**config.mk**
```make
export PLATFORM = sky130hd
export DESIGN_NAME = pingResponder
export DESIGN_NICKNAME = d
export VERILOG_FILES = /design/src/rtl/pingPkg.sv /design/src/rtl/pingCtrl.sv /design/src/rtl/pingDatapath.sv /design/src/rtl/pingResponder.sv
export SDC_FILE = /design/constraint.sdc
export NUM_CORES = 1
export LEC_CHECK = 0
export ABC_AREA = 1
export ABC_CLOCK_PERIOD_IN_PS = 1000
export BUFFER_PORTS_ARGS = -buffer_cell sky130_fd_sc_hd__buf_2
export CAP_MARGIN = 5
export CORE_MARGIN = 5
export CORE_UTILIZATION = 35
export CTS_BUF_LIST = sky130_fd_sc_hd__clkbuf_16
export CTS_CLUSTER_DIAMETER = 100
export DETAILED_ROUTE_END_ITERATION = 12
export PLACE_DENSITY = 0.76
export SYNTH_ARGS = -nofsm -noshare
export SYNTH_HDL_FRONTEND = slang
export SYNTH_HIERARCHICAL = 1
export SYNTH_SLANG_ARGS = --single-unit
```
**constraint.sdc**
```tcl
create_clock -name clk -period 1 [get_ports clk]
set_input_delay 0.05 -clock clk [delete_from_list [all_inputs] [get_ports clk]]
set_output_delay 0.05 -clock clk [all_outputs]
set_load 0.1 [all_outputs]
```
**src/rtl/pingPkg.sv**
```systemverilog
package pingPkg;

  localparam int REG_W    = 32;
  localparam int REQ_POS  = 16;
  localparam int AUTO_POS = 15;

  localparam logic ADDR_CFG  = 1'b0;
  localparam logic ADDR_STAT = 1'b1;

  // Strobes from control to datapath
  typedef struct packed {
    logic cfgWr;
    logic statWr;
    logic replyRx;
    logic grantTake;
  } pingStrobe_t;

endpackage

```
**src/rtl/pingCtrl.sv**
```systemverilog
module pingCtrl
  import pingPkg::*;
#(
  parameter int TYPE_W = 2,
  parameter logic [TYPE_W-1:0] CTRL_CODE  = 1,
  parameter logic [TYPE_W-1:0] REPLY_CODE = 2
) (
  input  logic              clk,
  input  logic              rstN,
  input  logic              roleMaster,
  input  logic              regWrEn,
  input  logic              regAddr,
  input  logic              reqBitIn,
  input  logic              autoEn,
  input  logic              rxValid,
  input  logic [TYPE_W-1:0] rxType,
  input  logic              txGrant,
  output pingStrobe_t       strb,
  output logic              txReq,
  output logic              reqPending
);

  logic swReq;
  logic autoReq;
  logic swSet;
  logic autoHit;
  logic grantTake;

  assign swSet     = regWrEn && (regAddr == ADDR_CFG) && reqBitIn;
  assign autoHit   = rxValid && (rxType == CTRL_CODE) && !roleMaster && autoEn;
  assign txReq     = swReq || autoReq;
  assign grantTake = txReq && txGrant;

  always_comb begin
    strb           = '0;
    strb.cfgWr     = regWrEn && (regAddr == ADDR_CFG);
    strb.statWr    = regWrEn && (regAddr == ADDR_STAT);
    strb.replyRx   = rxValid && (rxType == REPLY_CODE) && roleMaster;
    strb.grantTake = grantTake;
  end

  // A new trigger in the grant cycle wins over the clear
  always_ff @(posedge clk) begin
    if (!rstN) begin
      swReq   <= 1'b0;
      autoReq <= 1'b0;
    end else begin
      if (swSet)          swReq <= 1'b1;
      else if (grantTake) swReq <= 1'b0;
      if (autoHit)        autoReq <= 1'b1;
      else if (grantTake) autoReq <= 1'b0;
    end
  end

  assign reqPending = swReq;

  AST_REQ_HOLD: assert property (@(posedge clk) disable iff (!rstN)
    txReq && !txGrant |=> txReq);
  AST_GRANT_DROP: assert property (@(posedge clk) disable iff (!rstN)
    txReq && txGrant && !swSet && !autoHit |=> !txReq);
  AST_AUTO_OFF: assert property (@(posedge clk) disable iff (!rstN)
    !txReq && rxValid && (rxType == CTRL_CODE) && !autoEn && !swSet |=> !txReq);
  AST_MASTER_NO_AUTO: assert property (@(posedge clk) disable iff (!rstN)
    !txReq && roleMaster && !swSet |=> !txReq);
  AST_SET_WINS: assert property (@(posedge clk) disable iff (!rstN)
    swSet |=> reqPending && txReq);

endmodule

```
**src/rtl/pingDatapath.sv**
```systemverilog
module pingDatapath
  import pingPkg::*;
#(
  parameter int PAYLOAD_W = 8
) (
  input  logic                 clk,
  input  logic                 rstN,
  input  pingStrobe_t          strb,
  input  logic                 regAddr,
  input  logic                 cfgAuto,
  input  logic [PAYLOAD_W-1:0] cfgPayload,
  input  logic                 clrMatch,
  input  logic                 clrMiss,
  input  logic [PAYLOAD_W-1:0] rxPayload,
  input  logic                 reqPending,
  output logic                 autoEn,
  output logic [PAYLOAD_W-1:0] txPayload,
  output logic                 matchFlag,
  output logic                 mismatchFlag,
  output logic [REG_W-1:0]     rdData
);

  logic [PAYLOAD_W-1:0] payloadField;
  logic [PAYLOAD_W-1:0] frameReg;
  logic                 autoReg;
  logic                 matchReg;
  logic                 missReg;
  logic                 payloadEq;

  assign payloadEq = (rxPayload == payloadField);

  always_ff @(posedge clk) begin
    if (!rstN) begin
      payloadField <= '0;
      autoReg      <= 1'b0;
    end else if (strb.cfgWr) begin
      payloadField <= cfgPayload;
      autoReg      <= cfgAuto;
    end
  end

  // Frame payload is frozen at grant
  always_ff @(posedge clk) begin
    if (!rstN)               frameReg <= '0;
    else if (strb.grantTake) frameReg <= payloadField;
  end

  // Sticky results; a new result beats a same-cycle clear
  always_ff @(posedge clk) begin
    if (!rstN) begin
      matchReg <= 1'b0;
      missReg  <= 1'b0;
    end else begin
      matchReg <= (strb.replyRx && payloadEq) ||
                  (matchReg && !(strb.statWr && clrMatch));
      missReg  <= (strb.replyRx && !payloadEq) ||
                  (missReg && !(strb.statWr && clrMiss));
    end
  end

  always_comb begin
    rdData = '0;
    if (regAddr == ADDR_CFG) begin
      rdData[REQ_POS]         = reqPending;
      rdData[AUTO_POS]        = autoReg;
      rdData[PAYLOAD_W-1:0]   = payloadField;
    end else begin
      rdData[0] = matchReg;
      rdData[1] = missReg;
    end
  end

  assign autoEn       = autoReg;
  assign txPayload    = frameReg;
  assign matchFlag    = matchReg;
  assign mismatchFlag = missReg;

  AST_FRAME_HOLD: assert property (@(posedge clk) disable iff (!rstN)
    !strb.grantTake |=> $stable(txPayload));
  AST_FRAME_LOAD: assert property (@(posedge clk) disable iff (!rstN)
    strb.grantTake |=> txPayload == $past(payloadField));
  AST_MATCH_STICKY: assert property (@(posedge clk) disable iff (!rstN)
    matchFlag && !(strb.statWr && clrMatch) |=> matchFlag);
  AST_MISMATCH_SET: assert property (@(posedge clk) disable iff (!rstN)
    strb.replyRx && (rxPayload != payloadField) |=> mismatchFlag);

endmodule

```
**src/rtl/pingResponder.sv**
```systemverilog
module pingResponder
  import pingPkg::*;
#(
  parameter int TYPE_W    = 2,
  parameter int PAYLOAD_W = 8
) (
  input  logic                 clk,
  input  logic                 rstN,
  input  logic                 roleMaster,
  input  logic                 regWrEn,
  input  logic                 regAddr,
  input  logic [REG_W-1:0]     regWrData,
  output logic [REG_W-1:0]     regRdData,
  input  logic                 rxValid,
  input  logic [TYPE_W-1:0]    rxType,
  input  logic [PAYLOAD_W-1:0] rxPayload,
  output logic                 txReq,
  input  logic                 txGrant,
  output logic [PAYLOAD_W-1:0] txPayload,
  output logic                 matchFlag,
  output logic                 mismatchFlag
);

  pingStrobe_t strb;
  logic        autoEn;
  logic        reqPending;
  logic        unusedWrBits;

  assign unusedWrBits = ^{regWrData[REG_W-1:REQ_POS+1], regWrData[AUTO_POS-1:PAYLOAD_W]};

  pingCtrl #(
    .TYPE_W     (TYPE_W),
    .CTRL_CODE  (TYPE_W'(1)),
    .REPLY_CODE (TYPE_W'(2))
  ) uCtrl (
    .clk        (clk),
    .rstN       (rstN),
    .roleMaster (roleMaster),
    .regWrEn    (regWrEn),
    .regAddr    (regAddr),
    .reqBitIn   (regWrData[REQ_POS]),
    .autoEn     (autoEn),
    .rxValid    (rxValid),
    .rxType     (rxType),
    .txGrant    (txGrant),
    .strb       (strb),
    .txReq      (txReq),
    .reqPending (reqPending)
  );

  pingDatapath #(
    .PAYLOAD_W (PAYLOAD_W)
  ) uData (
    .clk          (clk),
    .rstN         (rstN),
    .strb         (strb),
    .regAddr      (regAddr),
    .cfgAuto      (regWrData[AUTO_POS]),
    .cfgPayload   (regWrData[PAYLOAD_W-1:0]),
    .clrMatch     (regWrData[0]),
    .clrMiss      (regWrData[1]),
    .rxPayload    (rxPayload),
    .reqPending   (reqPending),
    .autoEn       (autoEn),
    .txPayload    (txPayload),
    .matchFlag    (matchFlag),
    .mismatchFlag (mismatchFlag),
    .rdData       (regRdData)
  );

endmodule

```
==> implementation parameters <==
Parameter                              Value

Timing
  Final Max Tran Viols ... 0
  Maximum achievable frequency ... 941 MHz
  Setup WS post-layout ... -0.0628 ns
  TNS Setup ... -0.398 ns
  Setup violators final ... 14
  Min cycle time layout ... 1.06 ns
  Worst clock skew ... 0.00354 ns
  Worst hold-check slack ... 0.0645 ns
  Post-route fraction of the period consumed by the critical path ... 106%
  Setup repair after global routing missed its margin ... true
  Hold violation count in the final report ... 0

Finish
  Core occupancy in the finished layout ... 69.7%
  Layout overhead on the synthesized area ... 87.1%
  Most used cells in the layout excluding fill and tap cells ... 30 x nand2_1, 26 x buf_2, 22 x buf_12, 22 x conb_1, 18 x dfxtp_2
  Area of all placed cells without fillers ... 2160 um2
  Count of inserted antenna diode cells ... 0
  Fill cells ... 240
  Number of nets in the layout ... 288
  Leading cell type in the layout, fill and taps excluded ... nand2_1
  Layout cells sized above 1 ... 59.2%

Clocking
  Deepest clock path buffer count ... 2
  Clock Latency Late Sink ... 0.25 ns
  Quantity of hold-fixing buffers added after cts ... 0
  Number of clock sinks ... 21
  CTS tree ... yes
  Number of H-tree branching levels ... 1
  Cell at the root of the clock tree ... clkbuf_16
  Clock slew at the register clock pins of the worst setup and hold paths ... 0.06 ns
  Num CTS Buffers ... 3

GRT
  First-pass GRT wire length ... 5000 um
  Residual overflow from global routing ... 0
  Via count of the first global-routing pass ... 1150
  Total Routing Usage GR ... 14.8%
  Layer carrying the most global-route usage ... met2
  Global-route track usage on met2 ... 28.8%
  Largest net degree at the start of global routing ... 20
  Met3 demand-to-capacity share in global routing ... 3.16%
  Initial antenna violation count ... 0
  Met1 demand-to-capacity share in global routing ... 14.9%

Worst setup path
  Data required time at the worst endpoint ... 0.95 ns
  Cell Chain, Critical Path ... inv_2 > buf_6 > nor2_4 > buf_12
  Highest cell delay on the worst timing path ... 0.33 ns
  Setup slack on the worst flop-to-flop path ... -0.04 ns
  Kind of end point of the critical path ... primary output
  Source of the worst register-to-register timing path ... uData/payloadField[7]
  Startpoint class of the critical path ... flop
  Buffer and inverter count on the worst path ... 3
  Critical path depth ... 4
  Critical R2R Capture ... uData/matchFlag
  Worst EP arrival ... 1.01 ns
  Family with the most delay on the worst path ... flip-flops
  Worst Reg-to-Reg Cells ... 7
  End point of the critical path ... regRdData[7]
  Crit-path slowest cell ... dfxtp_2
  Crit path max fanout ... 2
  Critical path launch point ... uData/payloadField[7]
  Start-to-end type of the worst setup path ... flop to primary output

Pwr
  Share of power burned in combinational logic ... 38.7%
  Portion of total power attributed to the clock network ... 29.2%
  Overall power after layout ... 0.00285 W
  Worst IR Drop VDD ... 0.580 mV
  Leakage power of the design ... 0.984 nW
  Cell-internal power ... 0.00171 W
  Fraction of power spent switching nets ... 39.9%
  Pwr Density ... 1320 nW/um2
  Net load switching power ... 0.00114 W
  Flop pwr share ... 32.1%

Routing
  Violation count after the first detailed-routing iteration ... 22
  Detailed-route vias per instance ... 4.33
  Vias after detailed routing ... 1220
  Final routed wire length divided by cell count ... 11.8 um
  Residual DRC ... 0
  Length of the first detailed-routing pass in iterations ... 4
  Routed Antenna Nets ... 0
  Total wire length ... 3330 um

Synthesis
  Area contributors post-synth ... dfxtp_1 36%, buf_4 16%, nand2_1 11%, a21oi_1 8.7%, o21ai_0 7.8%
  Post-synth top area cell ... dfxtp_1
  Count of distinct cell types in the synthesized netlist ... 17
  Area share of the largest cell type after synthesis ... 36.4%
  Average footprint of a synthesized cell ... 6.88 um2
  Share of synthesized area occupied by flip-flops and latches ... 36.4%
  Post-Synthesis Cells ... 168
  Cell area after synthesis ... 1160 um2
  Seq cells post-synth ... 21
  Yosys warns ... 6

Floorplanning
  Height of the die ... 67.5 um
  Die footprint ... 4550 um2
  Area of the core region ... 3100 um2
  Site row count ... 20
  Initial core utilization ... 37.3%
  Top Ports ... 92
  Chip width ... 67.5 um

Placed design
  Total placed instance area ... 1820 um2
  Routability Congestion ... 0.753
  Count of port buffers added during placement ... 47
  Estimated wirelength of the detail-placed design ... 2360 um

Run
  Max Cap Viol ... 0

Run status
  Failing checks ... negative setup slack
  Run status ... complete, but fails checks

Worst hold path
  HP Class ... primary input to flop
## final cells by class
type                    instances  area, um2  area share, %
multi-input cells             115        682           31.5
clock buffers                   3       75.1           3.47
repair buffers                 72        788           36.4
flip-flops and latches         21        454           21.0
inverters                      26        105           4.86
clock inverters                 1       3.75          0.174
well taps                      44       55.1           2.54
## power groups by stage
stage	Sequential [W]	Combinational (W)	Clock [W]
2_1_floorplan	0.00100	0.000741	0
3_5_place_dp	0.000922	0.00101	0
6_report	0.000915	0.00110	0.000832
3_3_place_gp	0.000920	0.00100	0
5_1_grt	0.000919	0.00115	0.000907
4_1_cts	0.000912	0.00107	0.000863
## timing repair
item | 4_1_cts | 5_1_grt
pin swaps | 8 | 16
endpoints found under the setup margin | 19 | 21
gates cloned | 1 | 0
resized for setup | 39 | 23
hold endpoints to repair | 0 | 0
setup buffers | 8 | 7
## cell families after synthesis
kind of cell    after synthesis  synth area share, %
buf+inv                      53                 25.5
simple gates                 49                 17.1
compound gates               41                 18.4
flops                        21                 36.4
other cells                   1                0.324
xor+xnor                      3                 2.27
## worst min-delay path, delay by kind of cell
kind	cells	cell delay (ns)
buf+inv	1	0.07
compound gates	2	0.15
## cells in the mapped netlist
| master | count |
|---|---|
| inv_1 | 20 |
| nor2_1 | 9 |
| nor2_2 | 3 |
| xnor2_1 | 3 |
| nor3_1 | 1 |
| conb_1 | 1 |
| nand2_2 | 1 |
| a21oi_1 | 20 |
| a21oi_2 | 2 |
| buf_2 | 2 |
| dfxtp_1 | 21 |
| nand3_1 | 2 |
| o21ai_0 | 18 |
| inv_2 | 6 |
| buf_4 | 25 |
| o21ai_1 | 1 |
| nand2_1 | 33 |
## routing by layer
metal  routed length, um  up-vias
li1                    -      619
met1                1150      553
met2                1910       44
met3                 226        4
met4                  38        0
met5                   0        -
## state kept, by name, summed over array words and instances (netlist names)
signal / cells
uData/payloadField: 8
uData/txPayload: 8
uCtrl/autoReq: 1
uCtrl/reqPending: 1
uData/autoEn: 1
uData/matchFlag: 1
uData/mismatchFlag: 1
## through the flow
stage               setup WS [ns]  cells
detailed placement        -0.0883    262
floorplan                  -0.247    189
CTS                       -0.0822    275
finish                    -0.0628    282
global route              -0.0983    282
global placement         -0.00997    262
## how the worst min path moves through the flow
stage,startpoint,to,cells past startpoint
after floorplan,rstN,uData/txPayload[0],2
after global placement,regWrData[16],uCtrl/reqPending,3
after detailed placement,regWrData[16],uCtrl/reqPending,3
after CTS,regWrData[1],uData/mismatchFlag,4
after global routing,regWrData[1],uData/mismatchFlag,4
final,regWrData[5],uData/payloadField[5],3
Note: power is estimated with default switching activity, not from simulation.
